--- config.mk ---
export PLATFORM = sky130hd
export DESIGN_NAME = fp_exc_resolve
export DESIGN_NICKNAME = d
export VERILOG_FILES = /design/src/rtl/fp_exc_pkg.sv /design/src/rtl/fp_exc_decode.sv /design/src/rtl/fp_exc_subst.sv /design/src/rtl/fp_exc_resolve.sv
export SDC_FILE = /design/constraint.sdc
export NUM_CORES = 1
export LEC_CHECK = 0
export BUFFER_PORTS_ARGS = -buffer_cell sky130_fd_sc_hd__buf_2
export CORE_MARGIN = 2
export CORE_UTILIZATION = 50
export DETAILED_ROUTE_END_ITERATION = 8
export PLACE_DENSITY_LB_ADDON = 0.08
export SLEW_MARGIN = 20
export SYNTH_ARGS = -nofsm -noshare
export SYNTH_HDL_FRONTEND = slang
export SYNTH_HIERARCHICAL = 1
export SYNTH_SLANG_ARGS = --single-unit
--- constraint.sdc ---
create_clock -name clk_i -period 1.5 [get_ports clk_i]
set_input_delay 0.225 -clock clk_i [delete_from_list [all_inputs] [get_ports clk_i]]
set_output_delay 0.225 -clock clk_i [all_outputs]
set_load 0.1 [all_outputs]
--- src/rtl/fp_exc_pkg.sv ---
package fp_exc_pkg;
  localparam int NUM_EXC = 5;
  localparam int DATA_W  = 64;
  localparam int MODE_W  = 2;

  localparam int EXC_INV = 0;
  localparam int EXC_DZ  = 1;
  localparam int EXC_OF  = 2;
  localparam int EXC_UF  = 3;
  localparam int EXC_NX  = 4;

  typedef enum logic [MODE_W-1:0] {
    MODE_IEEE  = 2'd0,
    MODE_TRAP  = 2'd1,
    MODE_FLUSH = 2'd2,
    MODE_ALT   = 2'd3
  } exc_mode_e;

  localparam logic [DATA_W-2:0] MAX_MAG = 63'h7FEF_FFFF_FFFF_FFFF;
endpackage

--- src/rtl/fp_exc_decode.sv ---
module fp_exc_decode
  import fp_exc_pkg::*;
#(
  parameter int N_EXC = NUM_EXC
) (
  input  logic [N_EXC-1:0]        exc_i,
  input  logic [MODE_W*N_EXC-1:0] mode_i,
  output logic [N_EXC-1:0]        trap_hit_o,
  output logic [N_EXC-1:0]        inh_hit_o,
  output logic [N_EXC-1:0]        flush_hit_o
);
  for (genvar k = 0; k < N_EXC; k++) begin : g_exc
    localparam bit CAN_INH   = (k == EXC_INV) || (k == EXC_DZ);
    localparam bit CAN_FLUSH = (k == EXC_OF) || (k == EXC_UF) || (k == EXC_DZ);
    exc_mode_e mode;
    assign mode           = exc_mode_e'(mode_i[MODE_W*k +: MODE_W]);
    assign trap_hit_o[k]  = exc_i[k] && (mode == MODE_TRAP);
    assign inh_hit_o[k]   = CAN_INH && exc_i[k] && (mode == MODE_ALT);
    assign flush_hit_o[k] = CAN_FLUSH && exc_i[k] && (mode == MODE_FLUSH);
  end
endmodule

--- src/rtl/fp_exc_subst.sv ---
module fp_exc_subst
  import fp_exc_pkg::*;
(
  input  logic [DATA_W-1:0]  res_i,
  input  logic               sign_i,
  input  logic [NUM_EXC-1:0] flush_hit_i,
  output logic [DATA_W-1:0]  res_o
);
  always_comb begin
    if (flush_hit_i[EXC_OF] || flush_hit_i[EXC_DZ])
      res_o = {sign_i, MAX_MAG};
    else if (flush_hit_i[EXC_UF])
      res_o = {sign_i, {(DATA_W-1){1'b0}}};
    else
      res_o = res_i;
  end
endmodule

--- src/rtl/fp_exc_resolve.sv ---
module fp_exc_resolve
  import fp_exc_pkg::*;
(
  input  logic                      clk_i,
  input  logic                      rst_ni,
  input  logic                      valid_i,
  input  logic [NUM_EXC-1:0]        exc_i,
  input  logic [MODE_W*NUM_EXC-1:0] mode_i,
  input  logic [DATA_W-1:0]         res_i,
  input  logic                      sign_i,
  output logic                      valid_o,
  output logic [DATA_W-1:0]         res_o,
  output logic                      wr_en_o,
  output logic                      trap_o,
  output logic [NUM_EXC-1:0]        cexc_o,
  output logic                      inhibited_o
);
  logic [NUM_EXC-1:0] trap_hit, inh_hit, flush_hit;
  logic [DATA_W-1:0]  sub_res;
  logic               trap_any, inh_any;

  fp_exc_decode #(.N_EXC(NUM_EXC)) u_decode (
    .exc_i      (exc_i),
    .mode_i     (mode_i),
    .trap_hit_o (trap_hit),
    .inh_hit_o  (inh_hit),
    .flush_hit_o(flush_hit)
  );

  fp_exc_subst u_subst (
    .res_i      (res_i),
    .sign_i     (sign_i),
    .flush_hit_i(flush_hit),
    .res_o      (sub_res)
  );

  // trap > inhibited > substitution
  assign trap_any = |trap_hit;
  assign inh_any  = !trap_any && (|inh_hit);

  always_ff @(posedge clk_i or negedge rst_ni) begin
    if (!rst_ni) begin
      valid_o     <= 1'b0;
      res_o       <= '0;
      wr_en_o     <= 1'b0;
      trap_o      <= 1'b0;
      cexc_o      <= '0;
      inhibited_o <= 1'b0;
    end else begin
      valid_o <= valid_i;
      wr_en_o <= valid_i && !trap_any && !inh_any;
      trap_o  <= valid_i && trap_any;
      if (valid_i) begin
        res_o       <= (trap_any || inh_any) ? res_i : sub_res;
        cexc_o      <= exc_i;
        inhibited_o <= inh_any;
      end
    end
  end

  assert_valid_follow_R2: assert property (@(posedge clk_i) disable iff (!rst_ni)
    valid_i |=> valid_o);
  assert_idle_quiet_R2: assert property (@(posedge clk_i) disable iff (!rst_ni)
    !valid_i |=> (!valid_o && !wr_en_o && !trap_o));
  assert_wr_needs_valid_R2: assert property (@(posedge clk_i) disable iff (!rst_ni)
    wr_en_o |-> valid_o);
  assert_cexc_track_R3: assert property (@(posedge clk_i) disable iff (!rst_ni)
    valid_i |=> (cexc_o == $past(exc_i)));
  assert_trap_no_write_R5: assert property (@(posedge clk_i) disable iff (!rst_ni)
    trap_o |-> !wr_en_o);
  assert_inh_no_write_R11: assert property (@(posedge clk_i) disable iff (!rst_ni)
    (valid_o && inhibited_o) |-> !wr_en_o);
  assert_inh_hold_R12: assert property (@(posedge clk_i) disable iff (!rst_ni)
    !valid_i |=> $stable(inhibited_o));
  assert_trap_over_inh_R13: assert property (@(posedge clk_i) disable iff (!rst_ni)
    trap_o |-> !inhibited_o);
endmodule

# --- After elaboration in Yosys (flattened, before gate mapping) ---
# Cells that the tools add are included.
classes:
  n_eq_ne: 10
  mux: 3
  reduce_logical: 20
op_table:
  columns: ["cell", "n"]
  rows:
  - ["$mux 64", 3]
  - ["$logic_and 1x1->1", 14]
  - ["$eq 2x1->1 const B", 5]
  - ["$eq 2x2->1 const B", 5]
  - ["$reduce_or 5->1", 1]
  - ["$logic_not 1->1", 2]
  - ["$logic_or 1x1->1", 2]
  - ["$reduce_or 2->1", 1]
totals:
  register_bits: 73
  input_bits: 83
  output_inout_bits: 73
  wordCells: 39

# --- Depth between registers and ports, before layout ---
logic_depth:
  ltp_word: 7
  ltp_mapped: 7
  ltp_nobuf: 6

# --- Cells and area by module ---
# Netlist, hierarchy kept.
by_module_without_submodules:
  columns: ["mod", "instances", "cells_each", "area_per_inst_um2", "seq_area_each_um2"]
  rows:
  - ["fp_exc_resolve", 1, 486, 4510.6, 1826.8]
  - ["fp_exc_subst", 1, 141, 654.4, 0.0]
  - ["fp_exc_decode", 1, 16, 125.1, 0.0]

# --- Worst setup path before layout ---
# OpenSTA, ideal clock, no wires.
synth_path:
  path_type: "input port to flip-flop"
  from: "input port exc_i[0]"
  to: "register res_o[49]"
  setup_time_ps: 141
  t_arrival_ps: 1767
  t_required_ps: 1359
  path_slack_ps: -408
  path_stages: 7
  path_buffers: 3
  path_cell_list: "and3b_1 > or4_4 > buf_6 > buf_2 > clkbuf_1 > o41ai_1 > a31oi_1"
synth_between:
  elab_chain_len: 6
  word_cells_on_any_way: 8
  cone_classes: "1 x mux; 7 x reduce/logical"
synth_lines:
  columns: ["item", "line_no", "rtl"]
  rows:
  - ["from (decl)", "fp_exc_resolve.sv:7", "input logic [NUM_EXC-1:0] exc_i,"]
  - ["$logic_and 1x1->1", "fp_exc_decode.sv:17", "assign trap_hit_o[k] = exc_i[k] && (mode == MODE_TRAP);"]
  - ["$reduce_or 5->1", "fp_exc_resolve.sv:38", "assign trap_any = |trap_hit;"]
  - ["$logic_not 1->1", "fp_exc_resolve.sv:39", "assign inh_any = !trap_any && (|inh_hit);"]
  - ["$logic_and 1x1->1", "fp_exc_resolve.sv:39", null]
  - ["$logic_or 1x1->1 *", "fp_exc_resolve.sv:54", "res_o <= (trap_any || inh_any) ? res_i : sub_res;"]
  - ["$mux 64 *", "fp_exc_resolve.sv:54", null]
  - ["to (signal assigned)", "fp_exc_resolve.sv:54", null]
  - ["to (decl)", "fp_exc_resolve.sv:12", "output logic [DATA_W-1:0] res_o,"]
# Every way passes the cells marked *; elsewhere a longest branch is shown, timed or not.
# A chain may end at the register's enable or synchronous reset.

# --- Worst setup path after layout ---
layout_path:
  from: "input port exc_i[2]"
  to: "register res_o[6]"
layout_between:
  elab_chain_len: 6
  word_cells_on_any_way: 9
  cone_classes: "2 x mux; 7 x reduce/logical"
layout_lines:
  columns: ["item", "line_no", "rtl"]
  rows:
  - ["$logic_and 1x1->1 *", "fp_exc_decode.sv:17", null]
  - ["via trap_hit[2]", "fp_exc_resolve.sv:18", "logic [NUM_EXC-1:0] trap_hit, inh_hit, flush_hit;"]
  - ["$reduce_or 5->1 *", "fp_exc_resolve.sv:38", null]
  - ["$logic_not 1->1", "fp_exc_resolve.sv:39", null]
  - ["$logic_and 1x1->1", "fp_exc_resolve.sv:39", null]
  - ["$logic_or 1x1->1 *", "fp_exc_resolve.sv:54", null]
  - ["$mux 64 *", "fp_exc_resolve.sv:54", null]
# The timed path passes the listed nets; every way through them passes the cells marked *.

==> impl_results.md <==
* Clock Skew at 0 ns
* Worst setup SP type: input port
* Reg2reg end: cexc_o[2]$_DFFE_PN0P_
* IO Count at 156
* RSZ-0062 raised after global routing: true
* RD Place Congestion at about 0.8
* Period utilization at 118%
* CP endpoint kind: flip-flop
* CP max stage cell: or4_4
* Maxcap violations at 0
* DRC viols at 0
* Crit path cell chain: buf_8 -> and3b_1 -> or4_4 -> buf_12 -> or4_1 -> a31oi_1
* Die Outline Area at 0.0114 mm2
* Area Overhead vs Synth at 53.0%
* Worst slew margin at about two thirds
* CTS root buffer: clkbuf_8
* Placement Cell Area at ~0.0073 mm2
* Post-route ant nets at 0
* Storage element area at 0.00183 mm2
* Hold Startpoint: exc_i[0]
* Port Buf Inserts at 155
* Die Width at roughly 110 um
* Share of layout cells above drive strength 1 at between 50% and 60%
* Clock Pin Slew Worst Setup and Hold Paths at roughly 0.090 ns
* CTS tree: yes
* Largest net degree at the start of global routing at 66
* Fin nets at 917
* Core footprint at about 0.010 mm2
* FF-to-FF Start: cexc_o[2]$_DFFE_PN0P_
* Failing checks: setup timing
* Worst-Skew Late Latency at 0.36 ns
* Initial DRC Count at 451
* Avg Vias per Cell at 6.34
* Total clock sinks at 73
* Vias in the first global route at 5,712
* Worst EP arrival at 2.04 ns
* Cell Area, Synth at 0.00528 mm2
* Final hold violation count at 0
* Crit-path max cell delay at 0.61 ns
* Hold depth at 2
* Hold Path Class: input port to flip-flop
* P_leak at between 0.003 and 0.004 uW
* Post-Synthesis Cells at between 600 and 700
* Reg2reg path depth at 1
* WP data required at between 1.5 and 2 ns
* Mapped Avg Cell Area at 8.23 um2
* Antenna violations before repair at 1
* Vias at 6,182
* Maximum fanout along the worst path at 44
* Shortest period the worst path allows at 1.77 ns
* Drt total wl at 19,400 um
* DR WL/cell at 19.9 um
* Area of the multi-input gates at roughly 0.0036 mm2
* Tot Pwr at 7800 uW
* Status: complete, but fails checks
* Final setup margin at -0.273 ns
* First-pass GRT wire length at ~29,000 um
* Slew Viols, Final at 0
* Final setup vio count at 66
* Tightest Pin Transition at 0.521 ns
* Reg2Reg Setup Slack at 0.72 ns
* CTS buffer count at 9
* Total Routing Usage GR at 31.5%
* Synth Warn # at 6
* Fin area at 0.00807 mm2
* Standard-cell rows at 37
* Die height at 107 um
* Max IR drop VDD at 0.000665 V
* N_diodes at 0
* Crit Path Category: input port to flip-flop
* Detailed Routing Iterations Pass 1 at 5
* Max clock buf depth at 2
* Fmax at approximately 560 MHz
* Starting Density at 51.3%
* Hold Path End: cexc_o[0]$_DFFE_PN0P_
* Cell Pwr Density at a little under 1000 mW/mm2
* Gr ovfl total at 0
* Fill cells at slightly above 700
* Final Core Density at 78.5%
* DP HPWL at 11,200 um
* H-tree depth at 3
==> through the flow <==
stage | worst slack (ns) | TNS (ns) | cells | hold WS (ns)
2_1_floorplan | -0.347 | -22.32 | 643 | -0.0706
3_3_place_gp | -0.768 | -47.30 | 942 | 0.151
3_5_place_dp | -0.709 | -41.97 | 943 | 0.158
4_1_cts | -0.207 | -10.44 | 969 | 0.106
5_1_grt | -0.287 | -14.97 | 975 | 0.108
6_report | -0.273 | -12.40 | 975 | 0.115
==> layer usage <==
layer	wire length (um)	share of wire (%)	global-route usage, %	up-vias
li1	-	-	-	2786
met5	13	0.067	0	-
met4	618	3.2	12.4	2
met3	1280	6.6	3.77	52
met2	9570	49	52.7	294
met1	7880	41	41.5	3048
==> registers in the layout (all words and copies together) (netlist names) <==
signal and count:
inhibited_o 1, valid_o 1, wr_en_o 1, trap_o 1
res_o 64, cexc_o 5
==> cell usage in the layout (no fill, tap or decap), types with 5 or more instances in the layout <==
| cell type | n |
|---|---|
| mux2_2 | 5 |
| o41ai_4 | 5 |
| inv_1 | 63 |
| a31oi_1 | 60 |
| clkbuf_8 | 9 |
| o21ai_0 | 18 |
| or3b_4 | 36 |
| buf_6 | 9 |
| buf_4 | 94 |
| or4_1 | 48 |
| o21ai_2 | 21 |
| or3b_2 | 28 |
| dfrtp_1 | 73 |
| buf_12 | 13 |
| or4_4 | 17 |
| buf_2 | 149 |
| o41ai_1 | 5 |
| o41ai_2 | 55 |
| nor2_1 | 66 |
| o21ai_1 | 23 |
==> power breakdown <==
group / switching, uW / internal, uW / total (uW)
Clock: 850 / 1100 / 1950
Combinational: 2560 / 995 / 3560
Sequential: 121 / 2170 / 2290
==> worst max-delay path, delay by kind of cell <==
| family | cells | cell delay, ns |
|---|---|---|
| and+or+nand+nor | 3 | 1.28 |
| AOI/OAI and AO/OA | 1 | 0.19 |
| buffers and inverters | 2 | 0.32 |
==> what timing repair did <==
item                                   in CTS  in global routing
hold buffers                                1                  0
gates cloned                                4                  5
pin swaps                                  21                 31
endpoints found under the hold margin      22                  0
resized for setup                          38                 54
buffers inserted                            5                  1
setup endpoints to repair                  66                 65
==> how the worst max path moves through the flow <==
stage,cells past startpoint,slack [ns],startpoint,to
global placement,7,-0.77,exc_i[2],res_o[21]$_DFFE_PN0P_
finish,6,-0.27,exc_i[2],res_o[6]$_DFFE_PN0P_
floorplan,6,-0.35,exc_i[2],res_o[52]$_DFFE_PN0P_
detailed placement,8,-0.71,mode_i[2],res_o[8]$_DFFE_PN0P_
CTS,6,-0.21,exc_i[2],res_o[6]$_DFFE_PN0P_
global route,8,-0.29,mode_i[2],res_o[39]$_DFFE_PN0P_
==> final cells by class <==
type,count,area share [%]
Inverter,63,2.93
Tap cell,136,2.11
Multi-Input combinational cell,415,44.9
Clock inverter,7,1.47
Sequential cell,73,22.6
Clock buffer,9,1.53
Timing Repair Buffer,272,24.4
No activity file was read; power rests on OpenSTA's default activity.
